$ cat config.mk
export PLATFORM = sky130hd
export DESIGN_NAME = crport_write_master
export DESIGN_NICKNAME = d
export VERILOG_FILES = /design/src/rtl/crport_write_master.sv
export SDC_FILE = /design/constraint.sdc
export NUM_CORES = 1
export LEC_CHECK = 0
export ABC_AREA = 0
export BUFFER_PORTS_ARGS = -buffer_cell sky130_fd_sc_hd__buf_4
export CORE_MARGIN = 2
export CORE_UTILIZATION = 44
export DETAILED_ROUTE_END_ITERATION = 8
export PLACE_DENSITY = 0.66
export RECOVER_POWER = 100
export SLEW_MARGIN = 40
export SYNTH_ARGS = -nofsm -noshare
export SYNTH_HDL_FRONTEND = slang
export SYNTH_SLANG_ARGS = --single-unit
export TNS_END_PERCENT = 100
$ cat constraint.sdc
create_clock -name clk -period 3.8 [get_ports clk]
set_input_delay 0.57 -clock clk [delete_from_list [all_inputs] [get_ports clk]]
set_output_delay 0.57 -clock clk [all_outputs]
set_load 0.02 [all_outputs]
$ cat src/rtl/crport_write_master.sv
module crport_write_master #(
  parameter int DW         = 16,
  parameter int CLK_PER_US = 200,
  parameter int WAIT_US    = 100
)(
  input  logic          clk,
  input  logic          rst_n,
  input  logic          req_i,
  input  logic [DW-1:0] addr_i,
  input  logic [DW-1:0] data_i,
  input  logic [DW:0]   stat_i,
  output logic [DW+3:0] cmd_o,
  output logic          busy_o,
  output logic          done_o,
  output logic          err_o
);

  localparam int PW = $clog2(CLK_PER_US + 1);
  localparam int WW = $clog2(WAIT_US + 1);

  typedef enum logic [1:0] {S_IDLE, S_SETUP, S_RAISE, S_DROP} state_t;

  state_t        state;
  logic [1:0]    phase;
  logic [DW-1:0] addr_q, data_q;
  logic          ack_m, ack_s;
  logic [PW-1:0] presc;
  logic [WW-1:0] wcnt;
  logic          err_q, done_q;

  logic tick, timeout, raise_ok, drop_ok, moving, last_phase;
  logic [DW-1:0] din;
  logic cap_a, cap_d, wr;

  assign tick       = (presc == PW'(CLK_PER_US - 1));
  assign timeout    = tick && (wcnt == WW'(WAIT_US - 1));
  assign raise_ok   = ack_s || timeout;
  assign drop_ok    = !ack_s || timeout;
  assign last_phase = (phase == 2'd2);
  assign moving     = (state == S_SETUP) ||
                      (state == S_RAISE && raise_ok) ||
                      (state == S_DROP  && drop_ok) ||
                      (state == S_IDLE  && req_i);

  always_ff @(posedge clk or negedge rst_n) begin
    if (!rst_n) begin
      ack_m <= 1'b0;
      ack_s <= 1'b0;
    end else begin
      ack_m <= stat_i[0];
      ack_s <= ack_m;
    end
  end

  always_ff @(posedge clk or negedge rst_n) begin
    if (!rst_n) begin
      presc <= '0;
      wcnt  <= '0;
    end else if (moving) begin
      presc <= '0;
      wcnt  <= '0;
    end else if (tick) begin
      presc <= '0;
      wcnt  <= wcnt + 1'b1;
    end else begin
      presc <= presc + 1'b1;
    end
  end

  always_ff @(posedge clk or negedge rst_n) begin
    if (!rst_n) begin
      state  <= S_IDLE;
      phase  <= 2'd0;
      addr_q <= '0;
      data_q <= '0;
      err_q  <= 1'b0;
      done_q <= 1'b0;
    end else begin
      done_q <= 1'b0;
      case (state)
        S_IDLE: if (req_i) begin
          addr_q <= addr_i;
          data_q <= data_i;
          phase  <= 2'd0;
          err_q  <= 1'b0;
          state  <= S_SETUP;
        end
        S_SETUP: state <= S_RAISE;
        S_RAISE: if (raise_ok) begin
          if (!ack_s) err_q <= 1'b1;
          state <= S_DROP;
        end
        S_DROP: if (drop_ok) begin
          if (ack_s) err_q <= 1'b1;
          if (last_phase) begin
            state  <= S_IDLE;
            done_q <= 1'b1;
          end else begin
            phase <= phase + 1'b1;
            state <= S_SETUP;
          end
        end
        default: state <= S_IDLE;
      endcase
    end
  end

  assign din   = (state == S_IDLE) ? '0 : ((phase == 2'd0) ? addr_q : data_q);
  assign cap_a = (state == S_RAISE) && (phase == 2'd0);
  assign cap_d = (state == S_RAISE) && (phase == 2'd1);
  assign wr    = (state == S_RAISE) && (phase == 2'd2);
  assign cmd_o  = {wr, 1'b0, din, cap_d, cap_a};
  assign busy_o = (state != S_IDLE);
  assign done_o = done_q;
  assign err_o  = err_q;


  strobe_onehot_chk: assert property (@(posedge clk) disable iff (!rst_n)
    $onehot0({cmd_o[DW+3], cmd_o[1], cmd_o[0]}));


  strobe_order_chk: assert property (@(posedge clk) disable iff (!rst_n)
    $rose(cmd_o[DW+3]) |-> !busy_o || phase == 2'd2);


  strobe_hold_chk: assert property (@(posedge clk) disable iff (!rst_n)
    (state == S_RAISE && !ack_s && !timeout) |=> state == S_RAISE);


  setup_cycle_chk: assert property (@(posedge clk) disable iff (!rst_n)
    $rose(|{cmd_o[DW+3], cmd_o[1:0]}) |->
      $past({cmd_o[DW+3], cmd_o[1:0]}) == 3'b000 && $past(cmd_o[DW+1:2]) == cmd_o[DW+1:2]);


  done_pulse_chk: assert property (@(posedge clk) disable iff (!rst_n)
    done_o |=> !done_o);


  done_idle_chk: assert property (@(posedge clk) disable iff (!rst_n)
    done_o |-> !busy_o && $past(busy_o));


  err_clear_chk: assert property (@(posedge clk) disable iff (!rst_n)
    $rose(busy_o) |-> !err_o);


  accept_idle_chk: assert property (@(posedge clk) disable iff (!rst_n)
    $rose(busy_o) |-> $past(req_i));

endmodule

# Yosys cells after proc, flatten, opt, wreduce, memory -nomap -nowiden
# Index checks and enable logic that the tools add are counted.
# word_totals
reg_bits	55
latchBits	0
mem_bits_rw	0
mem_bits_ro	0
in_bits	52
out_inout_bits	23
n_memories	0
# classes
addsub	3
multipliers	0
div_mod_pow	0
order_cmp	0
n_eq_ne	13
shift	0
mux	24
bitwise_logic	0
n_reduce_logical	23
# ops
operator	n
16-bit 2-to-1 mux	2
8-bit 2-to-1 mux	2
7-bit 2-to-1 mux	2
2-bit 2-to-1 mux	6
2-bit != test (second input constant)	6
1-bit 2-to-1 mux	9
8-bit by 1-bit adder with 8-bit output (second input constant)	1
8-bit equality test (second input constant)	1
2-bit case mux with 4 select lines	1
7-bit by 1-bit adder with 7-bit output (second input constant)	1
7-bit equality test (second input constant)	1
1-bit logical AND	7
2-bit equality test (second input constant)	3
6-bit AND reduction	1
2-bit nonzero test	3
1-bit logical OR	5
2-bit by 1-bit equality test with 1-bit output (second input constant)	2
2-bit zero test	2
2-bit case mux with 2 select lines	1
4-bit AND reduction	1
1-bit case mux with 3 select lines	1
3-bit AND reduction	1
3-bit nonzero test	1
2-bit by 1-bit adder with 2-bit output (second input constant)	1
other kinds (2)	2

# Depth between registers and ports, before layout
# depth
word_depth	8
ltp_mapped	7
ltp_nobuf	6

# Least setup slack after synthesis
# No wires, ideal clock.
# synth_timing
path_type	register to output
startpoint	register phase[0]
endpoint	output cmd_o[10]
arrival_time_ps	1700
t_required_ps	3230
setup_slack_ps	1530
stages_incl_launch_ff	7
cell_sequence	dfrtp_1 inv_1 ha_1 clkbuf_1 buf_2 mux2i_1 nor2_1
# synth_via
elab_chain_cells	3
# synth_rtl
element	line	rtl
from (decl)	24	logic [1:0] phase;
from (signal assigned)	99	phase <= phase + 1'b1;
2-bit zero test	108	assign din = (state == S_IDLE) ? '0 : ((phase == 2'd0) ? addr_q : data_q);
16-bit 2-to-1 mux (2 in a row)	108	
to (decl)	12	output logic [DW+3:0] cmd_o,
# No other way between the ends.

# Final worst setup path
# layout_timing
startpoint	register state[0]
endpoint	register data_q[12]
# layout_via
elab_chain_cells	2
# layout_rtl
element	line	rtl
from (decl)	23	state_t state;
from (signal assigned)	72	state <= S_IDLE;
from (signal assigned)	86	state <= S_SETUP;
from (signal assigned)	88	S_SETUP: state <= S_RAISE;
2-bit zero test	80	case (state)
2-bit AND reduction (no source line)	-	
to (signal assigned)	83	data_q <= data_i;
to (decl)	25	logic [DW-1:0] addr_q, data_q;
# No other way between the ends.
# A chain may end at the register's enable or synchronous reset.

==> metrics <==
Crit Path Max Fanout=26; fin crit share=0.714; Synth cell types=37; max incr delay on CP=0.65 ns; met3 usage=0.0457; startpoint types=flop; Flop pwr share=0.368; CTS Buf Count=5; top cells by area, synth=dfrtp_1, mux2_2, mux2i_1, ha_1, nor2_1; total inserted antenna cells=0; largest net degree at the start of global routing=56; Port Buffers=57; CTS sink cnt=55; fin crit period=2.71 ns; Seq cells post-synth=55; number of setup violations in the final report=0; met2 Track Usage GR=0.263; Avg Cell Area, Syn=11.5 um^2; Post-CTS Resized=0; Post-Place Cells=359; CTS tree=yes; R2R Path Start=state[0]$_DFFE_PN0P_; setup ws final=1.09 ns; setup tns final=0 ns; Arr. time, crit path=2.91 ns; Worst-path clk slew=0.10 ns; Rel. slew slack=0.550; die area=6910 um^2; yosys warns=0; crit path kind=flop to flop; EDFF count, synth=0; most common cell in the netlist=dfrtp_1; Die X=83.1 um; Total Wirelength=5.09 mm; Clock Power Share=0.141; postcts setup bufs=0; number of global-route vias before repair=2006; worst slew pin tran=0.675 ns; final std cells w/o fill=367; dominant cell type by area after synthesis=dfrtp_1; area delta synth->final=18.2%; Post-layout nets=352; vias per cell=5.20; routed via count=1909; Worst Setup EP=data_q[12]$_DFFE_PN0P_; Longest Clk Path Bufs=2; sw frac=0.412; Async SR Flop Fraction=1.00; RD Place Congestion=0.766; Starting Density=0.460; critical path capture point type=flop; clock root buffer=clkbuf_8; clk_skew=0.0103 ns; first-pass GRT wire length=9.25 mm; H-tree levels=2; pre-CTS setup slack=1.42 ns; Lkg Pwr=0.00153 uW; hold crit path type=input pin to async pin; antenna violations before repair=0; Critical Path Start=state[0]$_DFFE_PN0P_; fin. max-slew vios=0; Core ar.=5990 um^2; post-synth top area share=0.500; internal power=1490 uW; Seq/Total Area, Yosys=0.500; RSZ-0062 raised after global routing=false; Primary FF master, synth=dfrtp_1; top post-synthesis cells by count=dfrtp_1, mux2_2, nor2_1; Slowest-stage cell, CP=clkbuf_2; # hold bufs at CTS=0; reg2reg end=data_q[12]$_DFFE_PN0P_; DR WL/cell=13.9 um; drt pass-1 iters=5; share of layout cells above drive strength 1=0.305; met1 global-route usage=0.210; mapped cell area=2750 um^2; CP required=4.00 ns; # IOs=75; hpwl dp=3.63 mm; status=finished, final reports clean; Post-Syn Nets=300; flop-to-flop setup slack=1.09 ns; Cell Pwr Density=776 nW/um^2; sw power=1040 uW; final hold violation count=0; Peak VDD IR=0.454 mV; WHS=0.298 ns; GRT Total Usage=0.161; Comb pwr share=0.491; drc violations=0; GR peak layer=met2; Mapped Cells=239; Iteration-0 DRC Markers=70; grt ovf=0; Antenna Nets Post-Route=0; Row Count=28; Worst R2R Path Depth=6; Util after Layout=0.543; critical-path cell list=inv_1, ha_1, buf_4, and2_0, clkbuf_2, mux2_2; clk_lat worst skew=0.31 ns; max_cap viols=0; Peak Freq=369 MHz; die extent in y=83.1 um
[layout by cell type (no fill, tap or decap), types with 8 or more instances in the layout]
master	Yosys	layout
mux2i_1	17	17
nor2_1	29	29
nand2_1	8	8
xor2_1	8	8
mux2_2	33	33
dfrtp_1	55	55
ha_1	9	9
clkbuf_1	10	18
nand3_1	8	8
buf_4	4	40
[cells by family (layout without fill, tap and decap cells)]
kind of cell               after synthesis  count (layout)  share of synthesized area
DFF                                     55              55                      0.500
muxes                                   51              51                      0.202
AOI/OAI and AO/OA                       14              14                     0.0341
buffers and inverters                   21              74                     0.0345
xor gates and xnor gates                11              11                     0.0350
and+or+nand+nor                         77              77                      0.152
other                                    1               1                    0.00136
adders and majority gates                9               9                     0.0409
[metrics by stage]
step	cell area (um^2)	total power [uW]
after floorplan	2750	1880
after global placement	3230	2320
after detailed placement	3230	2340
after CTS	3330	2710
after global routing	3250	2730
final	3250	2520
[state kept, by name (all words and copies together) (netlist names)]
| register | count |
|---|---|
| ack_s | 1 |
| wcnt | 7 |
| phase | 2 |
| err_o | 1 |
| addr_q | 16 |
| done_o | 1 |
| presc | 8 |
| state | 2 |
| ack_m | 1 |
| data_q | 16 |
[per-layer routing]
| metal | vias to the layer above | part of all wire |
|---|---|---|
| met1 | 933 | 0.47 |
| met3 | 5 | 0.058 |
| met5 | - | 0 |
| li1 | 921 | - |
| met2 | 50 | 0.47 |
| met4 | 0 | 0.0090 |
[area by class of cell]
| class | instances | area, um^2 |
|---|---|---|
| clock buffer | 6 | 82.6 |
| clock inverter | 2 | 20.0 |
| tap | 75 | 93.8 |
| inverter | 6 | 22.5 |
| multi-input combinational | 163 | 1280 |
| sequential | 55 | 1380 |
| fill | 559 | 2740 |
| timing repair buffer | 60 | 380 |
[worst min-delay path by stage]
stage	start	endpoint	slack [ns]	depth (start not counted)
floorplan	rst_n	ack_m$_DFF_PN0_	0.27	0
CTS	rst_n	addr_q[11]$_DFFE_PN0P_	0.32	1
global placement	ack_m$_DFF_PN0_	ack_s$_DFF_PN0_	0.33	0
detailed placement	ack_m$_DFF_PN0_	ack_s$_DFF_PN0_	0.34	0
global route	rst_n	addr_q[11]$_DFFE_PN0P_	0.36	1
finish	rst_n	err_o$_DFFE_PN0P_	0.30	1
[power groups by stage]
stage / sequential (uW) / clock [uW] / combinational [uW]
2_1_floorplan: 913 / 0 / 965
3_3_place_gp: 935 / 0 / 1380
3_5_place_dp: 946 / 0 / 1400
4_1_cts: 934 / 371 / 1400
5_1_grt: 962 / 390 / 1370
6_report: 929 / 355 / 1240
[critical path: cells and delay by family (launching register included)]
kind                     cells  cell delay (ns)
AND/OR/NAND/NOR              1             0.57
buffers and inverters        3             1.02
multiplexers                 1             0.40
adder cells (fa/ha/maj)      1             0.16
flip-flops                   1             0.43
Power figures use the tool's default switching activity.
